`src/rtl/msi_pkg.sv`:
```
package msi_pkg;
  // Strobes passed from control to datapath
  typedef struct packed {
    logic fire;   // accepted window write: compute and emit interrupt
    logic load;   // program the addressed table entry
  } msiCtl_t;
endpackage

```
`src/rtl/msi_ctrl.sv`:
```
module msi_ctrl
  import msi_pkg::*;
#(
  parameter int ADDR_W = 24,
  parameter int WIN_W  = 21
) (
  input  logic              busWrEn,
  input  logic [ADDR_W-1:0] busAddr,
  input  logic              tblWrEn,
  output msiCtl_t           ctl
);
  logic inWindow;

  // Offsets beyond the last slot have non-zero bits above the window
  assign inWindow = (busAddr[ADDR_W-1:WIN_W] == '0);

  always_comb begin
    ctl.fire = busWrEn && inWindow;
    ctl.load = tblWrEn;
  end
endmodule

```
`src/rtl/msi_datapath.sv`:
```
module msi_datapath
  import msi_pkg::*;
#(
  parameter int NUM_SLOTS  = 32,
  parameter int SLOT_SHIFT = 16,
  parameter int ADDR_W     = 24,
  parameter int DATA_W     = 32,
  parameter int IRQ_W      = 32,
  parameter int CFG_W      = 32,
  parameter int CNT_W      = 8,
  localparam int SLOT_W    = $clog2(NUM_SLOTS)
) (
  input  logic              clk,
  input  logic              rstN,
  input  msiCtl_t           ctl,
  input  logic [ADDR_W-1:0] busAddr,
  input  logic [DATA_W-1:0] busWrData,
  input  logic [SLOT_W-1:0] tblSlot,
  input  logic [CFG_W-1:0]  tblCfgAddr,
  input  logic [IRQ_W-1:0]  tblBaseIrq,
  input  logic [CNT_W-1:0]  tblVecCnt,
  output logic [CFG_W-1:0]  tblCurCfg,
  output logic [IRQ_W-1:0]  tblCurBase,
  output logic [CNT_W-1:0]  tblCurCnt,
  output logic              irqValid,
  output logic [IRQ_W-1:0]  irqNum
);
  localparam int IDX_W = SLOT_SHIFT - 2;

  logic [CFG_W-1:0] cfgMem  [NUM_SLOTS];
  logic [IRQ_W-1:0] baseMem [NUM_SLOTS];
  logic [CNT_W-1:0] cntMem  [NUM_SLOTS];

  logic [SLOT_W-1:0] slotIdx;
  logic [IDX_W-1:0]  wordIdx;
  logic [DATA_W-1:0] vecNum;
  logic [IRQ_W-1:0]  sumNum;

  // One register bank per slot, each with its own write decode
  for (genvar g = 0; g < NUM_SLOTS; g++) begin : gSlot
    always_ff @(posedge clk) begin
      if (!rstN) begin
        cfgMem[g]  <= '0;
        baseMem[g] <= '0;
        cntMem[g]  <= '0;
      end else if (ctl.load && (tblSlot == SLOT_W'(g))) begin
        cfgMem[g]  <= tblCfgAddr;
        baseMem[g] <= tblBaseIrq;
        cntMem[g]  <= tblVecCnt;
      end
    end
  end

  assign tblCurCfg  = cfgMem[tblSlot];
  assign tblCurBase = baseMem[tblSlot];
  assign tblCurCnt  = cntMem[tblSlot];

  // Address carries slot and word index; data ORs into the vector
  assign slotIdx = busAddr[SLOT_SHIFT +: SLOT_W];
  assign wordIdx = busAddr[SLOT_SHIFT-1:2];
  assign vecNum  = DATA_W'(wordIdx) | busWrData;
  assign sumNum  = baseMem[slotIdx] + IRQ_W'(vecNum);

  always_ff @(posedge clk) begin
    if (!rstN) begin
      irqValid <= 1'b0;
      irqNum   <= '0;
    end else begin
      irqValid <= ctl.fire;
      if (ctl.fire) irqNum <= sumNum;
    end
  end
endmodule

```
`src/rtl/msi_doorbell.sv`:
```
module msi_doorbell
  import msi_pkg::*;
#(
  parameter int NUM_SLOTS  = 32,
  parameter int SLOT_SHIFT = 16,
  parameter int ADDR_W     = 24,
  parameter int DATA_W     = 32,
  parameter int IRQ_W      = 32,
  parameter int CFG_W      = 32,
  parameter int CNT_W      = 8,
  localparam int SLOT_W    = $clog2(NUM_SLOTS),
  localparam int WIN_W     = SLOT_SHIFT + SLOT_W
) (
  input  logic              clk,
  input  logic              rstN,
  input  logic              busWrEn,
  input  logic              busRdEn,
  input  logic [ADDR_W-1:0] busAddr,
  input  logic [DATA_W-1:0] busWrData,
  output logic [DATA_W-1:0] busRdData,
  input  logic              tblWrEn,
  input  logic [SLOT_W-1:0] tblSlot,
  input  logic [CFG_W-1:0]  tblCfgAddr,
  input  logic [IRQ_W-1:0]  tblBaseIrq,
  input  logic [CNT_W-1:0]  tblVecCnt,
  output logic [CFG_W-1:0]  tblCurCfg,
  output logic [IRQ_W-1:0]  tblCurBase,
  output logic [CNT_W-1:0]  tblCurCnt,
  output logic              irqValid,
  output logic [IRQ_W-1:0]  irqNum
);
  msiCtl_t ctl;
  logic    unusedBits;

  // Reads are undefined for a doorbell window: answer zero, touch nothing
  assign busRdData  = '0;
  assign unusedBits = ^{busRdEn, busAddr[1:0]};

  msi_ctrl #(.ADDR_W(ADDR_W), .WIN_W(WIN_W)) uCtrl (
    .busWrEn (busWrEn),
    .busAddr (busAddr),
    .tblWrEn (tblWrEn),
    .ctl     (ctl)
  );

  msi_datapath #(
    .NUM_SLOTS(NUM_SLOTS), .SLOT_SHIFT(SLOT_SHIFT), .ADDR_W(ADDR_W),
    .DATA_W(DATA_W), .IRQ_W(IRQ_W), .CFG_W(CFG_W), .CNT_W(CNT_W)
  ) uData (
    .clk        (clk),
    .rstN       (rstN),
    .ctl        (ctl),
    .busAddr    (busAddr),
    .busWrData  (busWrData),
    .tblSlot    (tblSlot),
    .tblCfgAddr (tblCfgAddr),
    .tblBaseIrq (tblBaseIrq),
    .tblVecCnt  (tblVecCnt),
    .tblCurCfg  (tblCurCfg),
    .tblCurBase (tblCurBase),
    .tblCurCnt  (tblCurCnt),
    .irqValid   (irqValid),
    .irqNum     (irqNum)
  );
endmodule

```
`config.mk`:
```
export PLATFORM = sky130hd
export DESIGN_NAME = msi_doorbell
export DESIGN_NICKNAME = d
export VERILOG_FILES = /design/src/rtl/msi_pkg.sv /design/src/rtl/msi_ctrl.sv /design/src/rtl/msi_datapath.sv /design/src/rtl/msi_doorbell.sv
export SDC_FILE = /design/constraint.sdc
export NUM_CORES = 2
export LEC_CHECK = 0
export BUFFER_PORTS_ARGS = -buffer_cell sky130_fd_sc_hd__clkbuf_2
export CAP_MARGIN = 30
export CORE_MARGIN = 2
export CORE_UTILIZATION = 65
export CTS_BUF_LIST = sky130_fd_sc_hd__clkbuf_8
export CTS_CLUSTER_SIZE = 28
export DETAILED_ROUTE_END_ITERATION = 7
export PLACE_DENSITY = 0.82
export SKIP_CTS_REPAIR_TIMING = 1
export SLEW_MARGIN = 20
export SYNTH_ARGS = -nofsm -noshare
export SYNTH_HDL_FRONTEND = slang
export SYNTH_SLANG_ARGS = --single-unit
```
`constraint.sdc`:
```
create_clock -name clk -period 9.6 [get_ports clk]
set_input_delay 1.44 -clock clk [delete_from_list [all_inputs] [get_ports clk]]
set_output_delay 1.44 -clock clk [all_outputs]
set_load 0.01 [all_outputs]
```
==> results.json <==
{
  "status": "complete, no violations",
  "slowest_delay_ns": 0.64,
  "synthFlopType": "edfxtp_1",
  "p_total_uw": 22710,
  "multi_input_area_um2": 42340,
  "synth_most_common_cell": "and2_1",
  "die_w_um": 424.0,
  "synth_area_per_cell_um2": 16.38,
  "firstDrtPassIters": 6,
  "ant_nets": 0,
  "yosys-top-cells-count": "2312 x and2_1, 2304 x edfxtp_1, 1036 x mux4_2",
  "ys_types": 55,
  "synth-async-reset-ratio_pct": 0,
  "finalHoldViolations": 0,
  "rsz0062_at_grt": "no",
  "regArea_um2": 69850,
  "netlist_instances": 6998,
  "grt_use_total_pct": 38.39,
  "nFillCells": 10500,
  "crit_top_cell": "mux4_2",
  "setup_tns_ns": 0,
  "max_cap_violations": 0,
  "startpoint_type": "input port",
  "synth.top_cell.area_share_pct": 60.35,
  "r2r.worst_path.cells": 12,
  "max_freq_ghz": 0.1588,
  "power_per_cell_area_nw_per_um2": 180.9,
  "insertion_delay_ns": 1.12,
  "p_leak_uw": 0.04364,
  "clk_transition_reported_paths_ns": 0.06,
  "globalplace.congestion": 0.8761,
  "fin_crit_sh_pct": 65.58,
  "core_area_um2": 175700,
  "start_util_pct": 65.24,
  "slew_headroom_pct": 27.73,
  "layout-drive-gt1-share_pct": 28.53,
  "yosys-top-cells-area": "edfxtp_1 60%, mux4_2 20%, and2_1 13%, clkbuf_1 1.9%, mux2_2 1.0%",
  "critical_path_required_ns": 8.16,
  "path_cells": "buf_8 > buf_12 > buf_4 > mux4_2 > mux4_2 > mux2_2 > clkbuf_2",
  "peakVddDrop_uv": 181.9,
  "nNetsFinal": 7262,
  "worstPathArrival_ns": 4.86,
  "rrSetupSlack_ns": 5.09,
  "vias_per_cell": 7.125,
  "ctsRootBufferMaster": "clkbuf_8",
  "port_buffers": 239,
  "yosysTopAreaCell": "edfxtp_1",
  "drc": 0,
  "clockBufferDepth": 4,
  "grt_pass1_wl_um": 484100,
  "min_period_ns": 6.296,
  "wire_per_inst_um": 35.07,
  "synth.cell_area_um2": 114600,
  "synth_edf_count": 2304,
  "cp_slowest_cell": "buf_12",
  "routed_wl_um": 342100,
  "placed_cell_area_um2": 118400,
  "hold_path.class": "register to register",
  "drt_iter0_drc": 12070,
  "area_growth_pct": 9.497,
  "dpl.hpwl_um": 181100,
  "grt_pass1_vias": 69860,
  "ios": 275,
  "stdcell_area_um2": 125500,
  "final_util_pct": 71.44,
  "worst_r2r_endpoint": "uData.irqNum[30]",
  "hold_end": "uData.irqNum[9]",
  "path_buf_inv": 4,
  "ys_seq_area_share_pct": 60.92,
  "drv_slew": 0,
  "end_kind": "output port",
  "grt_overflow": 0,
  "htree_levels": 5,
  "grt_max_degree": 131,
  "worst_pin_slew_ns": 1.084,
  "crit_type": "input port to output port",
  "worstPathMaxFanout": 93,
  "min_from": "uData.irqNum[9]",
  "clock_sinks": 2337,
  "setup_violations": 0,
  "cts_buffers": 386,
  "rows": 154,
  "antenna_found_initial": 36,
  "dieArea_um2": 179800,
  "synth_seq_cells": 2337,
  "skew_ns": 0.1027,
  "die-height_um": 424.0,
  "tritoncts": "yes",
  "cpLargestDelayFamily": "buffers and inverters",
  "holdWs_ns": 0.4496,
  "r2r-start": "uData.baseMem[18][1]",
  "vias": 69510,
  "hold-path-cell-count": 2,
  "yosysWarnings": 0
}
-- flip-flops by register name, indices dropped and copies added, names as in the netlist --
name and cells:
uData.baseMem 1024, uData.cfgMem 1024, uData.irqNum 32, uData.irqValid 1, uData.cntMem 256
-- power by group --
part           total, uW  internal [uW]  switching [uW]  leakage (uW)
logic               2610           1120            1490        0.0174
registers          12000          11800             216        0.0222
clock network       8110           4120            3990       0.00400
total              22700          17000            5690        0.0436
-- cell families (layout without fill, tap and decap cells) --
logic type | Yosys count | count (layout) | synth area share, %
simple gates | 2534 | 2534 | 13.54
flops | 2337 | 2337 | 60.92
mux | 1146 | 1146 | 21.42
buf+inv | 766 | 1115 | 2.767
compound gates | 160 | 160 | 0.8164
fa+ha+maj | 32 | 32 | 0.3558
xor+xnor | 22 | 22 | 0.1681
other cells | 1 | 69 | 0.003271
-- cell usage in the layout, fill, tap and decap left out, types with 37 or more instances in the layout --
cell type | synthesis | layout
inv_1 | 14 | 139
clkbuf_2 | 0 | 229
mux2_2 | 102 | 102
clkinv_2 | 0 | 46
clkinv_1 | 0 | 90
a21oi_1 | 46 | 46
and2_1 | 2312 | 2312
mux4_2 | 1036 | 1036
clkbuf_8 | 0 | 392
nand2_1 | 65 | 65
diode_2 | 0 | 37
buf_4 | 32 | 145
edfxtp_1 | 2304 | 2304
-- routing by layer --
layer / vias up / global-route usage (%) / share of wire (%)
met3: 1319 / 11.67 / 16
met1: 34720 / 49.63 / 32
met4: 16 / 20.56 / 5.8
met2: 6726 / 59.15 / 47
li1: 26720 / - / -
met5: - / 0 / 0.030
-- per-stage QoR --
step / std cells / setup WS, ns
2_1_floorplan: 7029 / 1.361
3_3_place_gp: 9017 / 2.887
3_5_place_dp: 9039 / 2.983
4_1_cts: 9713 / 3.190
5_1_grt: 9729 / 3.057
6_report: 9755 / 3.304
-- final cells by class --
class                           count  area share, %
Sequential cell                  2337          55.64
Tap cell                         2340          2.332
Clock buffer                      392          4.298
Multi-Input combinational cell   3926          33.73
Timing Repair Buffer              427          2.695
Clock inverter                    282          1.189
Inverter                           14        0.04186
Antenna cell                       37        0.07376
-- worst max-delay path by stage --
stage                                 endpoint  depth (start not counted)   startpoint
after floorplan           uData.baseMem[11][0]                          7   tblSlot[0]
after global placement        uData.irqNum[31]                         14  busAddr[16]
after detailed placement      uData.irqNum[26]                         13  busAddr[16]
after CTS                        tblCurCfg[30]                          7   tblSlot[0]
after global routing             tblCurCfg[13]                          7   tblSlot[0]
final                            tblCurCfg[30]                          7   tblSlot[0]
-- worst min-delay path: cells and delay by family (launching register included) --
| kind | cells | cell delay [ns] |
|---|---|---|
| AOI/OAI and AO/OA | 1 | 0.05 |
| and+or+nand+nor | 1 | 0.05 |
| DFF | 1 | 0.31 |
No activity file was read; power rests on OpenSTA's default activity.
